## src/rtl/sysmode_pkg.sv

```systemverilog
package sysmode_pkg;

  localparam int CTL_W  = 8;
  localparam int PSEL_W = 4;

  localparam int B_RBOOT = 7;
  localparam int B_SPEC  = 6;
  localparam int B_MODE  = 5;
  localparam int B_VIS   = 4;

  typedef enum logic [1:0] {
    MODE_SINGLE   = 2'b00,
    MODE_EXPANDED = 2'b01,
    MODE_BOOT     = 2'b10,
    MODE_TEST     = 2'b11
  } op_mode_e;

  typedef struct packed {
    logic              rboot;
    logic              spec;
    logic              mode;
    logic              vis;
    logic [PSEL_W-1:0] psel;
  } ctl_word_t;

  function automatic op_mode_e pins_to_mode(input logic pin_b, input logic pin_a);
    return op_mode_e'({~pin_b, pin_a});
  endfunction

  function automatic ctl_word_t reset_word(input op_mode_e m, input logic [PSEL_W-1:0] psel_rst);
    ctl_word_t w;
    w.rboot = (m == MODE_BOOT);
    w.spec  = m[1];
    w.mode  = m[0];
    w.vis   = (m == MODE_TEST);
    w.psel  = psel_rst;
    return w;
  endfunction

endpackage

```

## src/rtl/sysmode_wr_guard.sv

```systemverilog
module sysmode_wr_guard (
  input  logic clk,
  input  logic rst,
  input  logic wr_hit,
  input  logic spec_q,
  output logic rboot_we,
  output logic spec_we,
  output logic mode_we,
  output logic vis_we,
  output logic psel_we,
  output logic first_used
);

  logic used_q;

  always_ff @(posedge clk) begin
    if (rst)         used_q <= 1'b0;
    else if (wr_hit) used_q <= 1'b1;
  end

  assign first_used = used_q;
  assign rboot_we   = wr_hit & spec_q;
  assign spec_we    = wr_hit & spec_q;
  assign mode_we    = wr_hit & (spec_q | ~used_q);
  assign vis_we     = wr_hit & ~used_q;
  assign psel_we    = wr_hit;


  vis_once_chk: assert property (@(posedge clk) disable iff (rst)
    wr_hit |=> !vis_we);


  mode_lock_chk: assert property (@(posedge clk) disable iff (rst)
    (first_used && !spec_q) |-> !mode_we);

endmodule

```

## src/rtl/sysmode_regs.sv

```systemverilog
module sysmode_regs
  import sysmode_pkg::*;
(
  input  logic             clk,
  input  logic             rst,
  input  ctl_word_t        rst_val,
  input  logic             rboot_we,
  input  logic             spec_we,
  input  logic             mode_we,
  input  logic             vis_we,
  input  logic             psel_we,
  input  logic [CTL_W-1:0] wdata,
  output ctl_word_t        q
);

  always_ff @(posedge clk) begin
    if (rst) begin
      q <= rst_val;
    end else begin
      if (rboot_we) q.rboot <= wdata[B_RBOOT];
      if (spec_we)  q.spec  <= q.spec & wdata[B_SPEC];
      if (mode_we)  q.mode  <= wdata[B_MODE];
      if (vis_we)   q.vis   <= wdata[B_VIS];
      if (psel_we)  q.psel  <= wdata[PSEL_W-1:0];
    end
  end


  spec_no_rise_chk: assert property (@(posedge clk) disable iff (rst)
    !q.spec |=> !q.spec);


  rboot_locked_chk: assert property (@(posedge clk) disable iff (rst)
    !q.spec |=> $stable(q.rboot));


  psel_load_chk: assert property (@(posedge clk) disable iff (rst)
    psel_we |=> q.psel == $past(wdata[PSEL_W-1:0]));

endmodule

```

## src/rtl/sysmode_outdec.sv

```systemverilog
module sysmode_outdec
  import sysmode_pkg::*;
(
  input  ctl_word_t   q,
  output logic        boot_rom_en,
  output logic        rd_visible,
  output logic        clk_out_en,
  output logic [PSEL_W-1:0] prio_sel,
  output logic [1:0]  cur_mode
);

  op_mode_e mode_now;

  always_comb begin
    mode_now    = op_mode_e'({q.spec, q.mode});
    boot_rom_en = q.rboot;
    rd_visible  = q.mode & q.vis;
    clk_out_en  = q.mode | ~q.vis;
    prio_sel    = q.psel;
    cur_mode    = mode_now;
  end


  always_comb begin
    vis_excl_chk: assert (!(rd_visible && !clk_out_en));
  end

endmodule

```

## src/rtl/sysmode_ctl.sv

```systemverilog
module sysmode_ctl
  import sysmode_pkg::*;
#(
  parameter int              ADDR_W   = 8,
  parameter logic [ADDR_W-1:0] REG_ADDR = 'h3C,
  parameter logic [3:0]      PSEL_RST = 4'b0101
) (
  input  logic              clk,
  input  logic              rst,
  input  logic              mode_b_pin,
  input  logic              mode_a_pin,
  input  logic [ADDR_W-1:0] bus_addr,
  input  logic              bus_wr,
  input  logic [CTL_W-1:0]  bus_wdata,
  output logic [CTL_W-1:0]  bus_rdata,
  output logic              boot_rom_en,
  output logic              rd_visible,
  output logic              clk_out_en,
  output logic [PSEL_W-1:0] prio_sel,
  output logic [1:0]        cur_mode
);

  logic      addr_hit, wr_hit;
  logic      rboot_we, spec_we, mode_we, vis_we, psel_we, first_used;
  ctl_word_t rst_val, q;

  assign addr_hit  = (bus_addr == REG_ADDR);
  assign wr_hit    = bus_wr & addr_hit;
  assign rst_val   = reset_word(pins_to_mode(mode_b_pin, mode_a_pin), PSEL_RST);
  assign bus_rdata = addr_hit ? q : '0;

  sysmode_wr_guard u_guard (
    .clk        (clk),
    .rst        (rst),
    .wr_hit     (wr_hit),
    .spec_q     (q.spec),
    .rboot_we   (rboot_we),
    .spec_we    (spec_we),
    .mode_we    (mode_we),
    .vis_we     (vis_we),
    .psel_we    (psel_we),
    .first_used (first_used)
  );

  sysmode_regs u_regs (
    .clk      (clk),
    .rst      (rst),
    .rst_val  (rst_val),
    .rboot_we (rboot_we),
    .spec_we  (spec_we),
    .mode_we  (mode_we),
    .vis_we   (vis_we),
    .psel_we  (psel_we),
    .wdata    (bus_wdata),
    .q        (q)
  );

  sysmode_outdec u_dec (
    .q           (q),
    .boot_rom_en (boot_rom_en),
    .rd_visible  (rd_visible),
    .clk_out_en  (clk_out_en),
    .prio_sel    (prio_sel),
    .cur_mode    (cur_mode)
  );


  foreign_addr_chk: assert property (@(posedge clk) disable iff (rst)
    !wr_hit |=> $stable(bus_rdata) || !$stable(bus_addr));


  mode_follow_chk: assert property (@(posedge clk) disable iff (rst)
    (wr_hit && $past(!rst) && q.spec) |=> cur_mode[0] == $past(bus_wdata[B_MODE]));


  vis_frozen_chk: assert property (@(posedge clk) disable iff (rst)
    first_used |=> $stable(q.vis));

endmodule

```

## config.mk

```make
export PLATFORM = sky130hd
export DESIGN_NAME = sysmode_ctl
export DESIGN_NICKNAME = d
export VERILOG_FILES = /design/src/rtl/sysmode_pkg.sv /design/src/rtl/sysmode_wr_guard.sv /design/src/rtl/sysmode_regs.sv /design/src/rtl/sysmode_outdec.sv /design/src/rtl/sysmode_ctl.sv
export SDC_FILE = /design/constraint.sdc
export NUM_CORES = 1
export LEC_CHECK = 0
export CAP_MARGIN = 15
export CORE_AREA = 5 5 47 49
export CTS_CLUSTER_SIZE = 8
export DETAILED_ROUTE_END_ITERATION = 7
export DIE_AREA = 0 0 52 54
export MAX_ROUTING_LAYER = met4
export PLACE_DENSITY = 0.86
export RECOVER_POWER = 100
export SKIP_LAST_GASP = 1
export SYNTH_ARGS = -nofsm -noshare
export SYNTH_HDL_FRONTEND = slang
export SYNTH_SLANG_ARGS = --single-unit
```

## constraint.sdc

```tcl
create_clock -name clk -period 2.58 [get_ports clk]
set_input_delay 0.774 -clock clk [delete_from_list [all_inputs] [get_ports clk]]
set_output_delay 0.774 -clock clk [all_outputs]
set_load 0.03 [all_outputs]
```

==> impl_metrics.toml, run 1 <==
[global_route]
grt_first_pass_wirelength_mm = 2.38
grt_pass1_vias = 559
grt_max_degree = 11
grt_antenna_before_repair = 0
grt_use_total_pct = 12.5
gr-total-overflow = 0

[setup_path]
critPathRequiredTime_ns = 1.81
worstSetupStartpointType = "input pin"
critical_path_class = "in -> out"
arrival_ns = 1.92
setup.worst_path.end_class = "output pin"
worstPathMaxFanout = 8

[sta]
drv_slew = 0
finalCritPeriodShare_pct = 104
period_needed_ns = 2.69
setup_violations = 8
relSlewSlack_pct = 63.0
worst_slew_pin_slew_ns = 0.551
hold_viol_final = 0
fin_skew_ns = 0.000153
max_clock_freq_mhz = 372
fin_ws_ns = -0.110
rsz0062_at_grt = "true"

[final_layout]
fillCellCount = 174
final_common_cell = "clkdlybuf4s50_1"
final_cell_mix = "clkdlybuf4s50_1 (20), buf_6 (11), and2_4 (8), nand2b_1 (6)"
nNetsFinal = 118
antennaDiodeCount = 0
utilization_pct = 55.6
drive_gt1_share_pct = 35.4
area_growth_pct = 81.0

[floorplan]
start_util_pct = 30.7
io-pin-count = 38
core_um2 = 1820
rows = 16
die_w_um = 52
die_y_um = 54
die-area_um2 = 2810

[synth]
async_reset_ff_share_pct = 0
ys.flop_type = "dfxtp_1"
yosysSeqAreaShare_pct = 39.4
yosys_warnings = 0
ys_ff_latch = 9
synth_edf_count = 4
yosys.cell_types.count = 18
synth.cell_area_um2 = 559
synth_fp_nets = 79
syn-mean-instance-area_um2 = 9.64
netlist_instances = 58

[run]
drv_cap = 0

[place]
port_buffers = 37
place_congestion = 0.726
hpwl_mm = 1.23

[clock_network]
cts_buffers = 3
cts_hold_buf = 0
insertion_delay_ns = 0.26
htree_levels = 1
cts_tree = "done"
cts.clk_slew.worst_paths_ns = 0.06
clock_sinks = 9
clockRootBuffer = "clkbuf_4"
clockBufferDepth = 2

[drt]
wl_per_cell_um = 12.0
vias = 526
viasPerCell = 4.28
remaining_drc_errors = 0
postRouteAntennaNets = 0
drtIter0Drc = 9
wirelength_mm = 1.48
drt-pass1-iter-count = 4

[run_status]
violations = "setup timing"
status = "complete, but fails checks"

[hold_path]
hold_class = "reg -> reg"

[pwr]
p_leak_nw = 0.441
p_per_area_nw_per_um2 = 338
ir_drop_uv = 167
p_total_mw = 0.342
==> Yosys cell counts (2+ instances only) <==
master    count  area [µm²]
a21o_2        3        26.3
mux2_2        2        22.5
inv_1         3        11.3
dfxtp_1       5         100
nand2b_1      6        37.5
mux2i_1       5        50.1
clkbuf_1      2        7.51
nor2_1        6        22.5
edfxtp_1      4         120
and2_1        9        56.3
buf_4         6        45.0
==> worst paths after layout <==
| check | startpoint | to | slack, ns | cells past startpoint |
|---|---|---|---|---|
| worst max-delay path | bus_addr[0] | bus_rdata[6] | -0.11 | 6 |
| worst min-delay path | u_regs.q[3] | u_regs.q[3] | 0.51 | 2 |
| worst max register to register | u_regs.q[6] | u_regs.q[5] | 1.52 | 2 |
| worst min register to register | u_regs.q[3] | u_regs.q[3] | 0.51 | 2 |
==> flip-flops by register name (all words and copies together) (netlist names) <==
signal              flops
u_guard.first_used      1
u_regs.q                8
==> per-stage QoR <==
step	std cells	worst slack (ns)	hold WS, ns	TNS, ns	cell area [µm²]
finish	123	-0.110	0.510	-0.820	1010
global route	123	-0.149	0.548	-1.10	1010
CTS	123	-0.142	0.515	-1.07	996
floorplan	58	0.000362	0.457	0	569
global placement	119	-0.427	0.477	-3.34	938
detailed placement	119	-0.469	0.496	-3.66	938
==> layer usage <==
metal  wire (µm)  track usage, %
met2         803            23.0
met3         112            3.60
met5           0               -
met1         552            11.7
met4          12            6.55
==> kinds of logic (layout without fill, tap and decap cells) <==
family                 after synthesis  after routing  synth area share [%]
AOI/OAI and AO/OA                    5              5                  7.38
and+or+nand+nor                     26             26                  28.9
DFF                                  9              9                  39.4
muxes                                7              7                  13.0
buffers and inverters               11             49                  11.4
==> final cells by class <==
| type | instances | area [µm²] | share of cell area, % |
|---|---|---|---|
| sequential | 9 | 220 | 21.8 |
| inverter | 3 | 11.3 | 1.11 |
| clock buffer | 4 | 26.3 | 2.60 |
| tap | 27 | 33.8 | 3.34 |
| timing repair buffer | 42 | 429 | 42.4 |
| multi-input combinational | 38 | 292 | 28.8 |
==> worst max-delay path, stage by stage <==
cell	delay [ns]
buf_6	0.09
or4_4	0.55
nor2_4	0.11
buf_6	0.13
and2_4	0.14
buf_6	0.12
==> power breakdown <==
| group | total [mW] | switching, mW | internal [mW] |
|---|---|---|---|
| clock | 0.110 | 0.0503 | 0.0597 |
| combinational | 0.0734 | 0.0282 | 0.0452 |
| sequential | 0.159 | 0.00364 | 0.155 |
==> repair_timing <==
action,4_1_cts,5_1_grt
buffers inserted,0,0
pin swaps,9,3
setup endpoints to repair,8,8
resized for setup,29,8
No activity file was read; power rests on OpenSTA's default activity.
==> run 2: changes to the inputs <==
- SLEW_MARGIN: not set -> 20
==> results of run 2 <==
No change in the layout: final DEF, timing and power equal those of run 1.
==> run 3: changes to the inputs <==
--- a/config.mk
+++ b/config.mk
@@ -12,5 +12,5 @@
 export DIE_AREA = 0 0 52 54
 export MAX_ROUTING_LAYER = met4
-export PLACE_DENSITY = 0.86
+export PLACE_DENSITY = 0.75
 export RECOVER_POWER = 100
 export SKIP_LAST_GASP = 1
==> constraint.sdc (replaced) <==
create_clock -name clk -period 2.58 [get_ports clk]
set_input_delay 0.774 -clock clk [delete_from_list [all_inputs] [get_ports clk]]
set_output_delay 0.774 -clock clk [all_outputs]
set_load 0.02 [all_outputs]
==> run 3 against run 2 <==
  * The flow still finishes with violations (setup timing)
  * Combinational power fell by 3.7%
  * First-iteration DRC count fell by 78%
  * Final cell count rose by 1.6%
  * Routed wire length fell by 2.3%
  * Global-route usage fell by 1.3 points
  * Setup slack improved by 0.020 ns
  * Final area rose by 1.1%
  * Hold slack got worse by 0.012 ns
  * Critical path depth did not move
  * Via count fell by 0.19%
  * Fmax rose by 0.77%
  * Register-to-register slack barely moved
==> impl_metrics.toml, run 3 (synthesis results as in run 1) <==
[clock_network]
clockBufferDepth = 2
cts_hold_buf = 0
cts_buffers = 3
htree_levels = 1
cts_tree = "done"
insertion_delay_ns = 0.26
cts.clk_slew.worst_paths_ns = 0.06
clock_sinks = 9
clockRootBuffer = "clkbuf_4"

[setup_path]
setup.worst_path.end_class = "output pin"
cp-startpoint = "bus_addr[7]"
cp_cell_sequence = "buf_6 > or4_4 > nor2_4 > buf_6 > and2_4 > buf_6"
arrival_ns = 1.90
worstRegToRegCells = 2
critPathRequiredTime_ns = 1.81
crit_path_end = "bus_rdata[7]"
r2r_setup_slack_ns = 1.51
critical_path_class = "in -> out"
slowest_stage = "or4_4"
worstSetupStartpointType = "input pin"
worstPathMaxFanout = 8
reg2reg_to = "u_regs.q[5]"
worst_path_most_repeated_cell = "buf_6"
slowest_delay_ns = 0.54
rr_startpoint = "u_regs.q[6]"

[floorplan]
start_util_pct = 30.7
io-pin-count = 38
die_y_um = 54
die_w_um = 52
rows = 16
core_um2 = 1820
die-area_um2 = 2810

[pwr]
p_leak_nw = 0.445
ir_drop_uv = 232
p_per_area_nw_per_um2 = 331
p_total_mw = 0.338

[final_layout]
nNetsFinal = 120
final_cell_mix = "clkdlybuf4s50_1 (20), buf_6 (11), and2_4 (8), nand2b_1 (6)"
seq_area_um2 = 220
regMostFlops = "u_regs.q"
multi_input_area_um2 = 292
fillCellCount = 158
utilization_pct = 56.2
fin_cells = 125
area_growth_pct = 83.0
drive_gt1_share_pct = 36.7
largest_reg_flops = 8
final_common_cell = "clkdlybuf4s50_1"
antennaDiodeCount = 0

[sta]
drv_slew = 0
worst_slew_pin_slew_ns = 0.412
fin_ws_ns = -0.0899
finalCritPeriodShare_pct = 103
relSlewSlack_pct = 72.3
fin_skew_ns = 0.00148
hold_viol_final = 0
max_clock_freq_mhz = 375
rsz0062_at_grt = "true"
period_needed_ns = 2.67
setup_violations = 8

[drt]
vias = 525
drt-pass1-iter-count = 2
viasPerCell = 4.20
postRouteAntennaNets = 0
wl_per_cell_um = 11.6
drtIter0Drc = 2
remaining_drc_errors = 0
wirelength_mm = 1.45

[run_status]
status = "complete, but fails checks"
violations = "setup timing"

[global_route]
grt_first_pass_wirelength_mm = 2.23
grt_max_degree = 10
grt_use_total_pct = 11.2
grt_pass1_vias = 542
gr-total-overflow = 0
grt_antenna_before_repair = 0

[place]
dp_cells = 119
hpwl_mm = 1.17
place_congestion = 0.691
port_buffers = 37

[hold_path]
hp-start = "u_regs.q[3]"
hold_class = "reg -> reg"

[run]
drv_cap = 0
run 3: how the worst min path moves through the flow:
stage	end	depth (start not counted)
finish	u_regs.q[3]	2
global route	u_regs.q[3]	2
CTS	u_regs.q[3]	2
detailed placement	u_regs.q[3]	2
global placement	u_regs.q[1]	2
floorplan	u_regs.q[1]	2
run 3: routing by layer:
layer	vias to the layer above	global-route usage, %	part of all wire, %	wire length [µm]
li1	267	-	-	-
met1	241	11.5	39	561
met2	17	19.9	54	783
met3	0	3.05	7.0	101
met4	0	5.24	0	0
met5	-	-	0	0
run 3: per-stage QoR:
stage               cell area, µm²  worst slack (ns)  setup TNS (ns)  hold slack [ns]
finish                        1020           -0.0899          -0.680            0.498
global route                  1020            -0.122          -0.956            0.523
CTS                           1010            -0.103          -0.790            0.499
detailed placement             948            -0.892           -7.04            0.481
global placement               948            -0.872           -6.86            0.477
floorplan                      559           0.00317               0            0.458
run 3: cell type report:
class / count / share of cell area, %
multi-input cells: 38 / 28.5
flip-flops and latches: 9 / 21.5
clock buffers: 4 / 2.57
inverters: 3 / 1.10
well taps: 27 / 3.30
repair buffers: 44 / 43.0
run 3: report_power, final:
group | switching (mW) | internal [mW]
clock network | 0.0495 | 0.0596
registers | 0.00373 | 0.155
logic | 0.0243 | 0.0464
run 3: what timing repair did:
action / CTS / global route
setup buffers: 1 / 1
gates resized for setup: 71 / 5
pin swaps: 10 / 3
setup endpoints to repair: 8 / 8
run 3: critical path, delay by kind of cell:
kind                   cells  cell delay [ns]
buffers and inverters      3             0.33
AND/OR/NAND/NOR            3             0.79
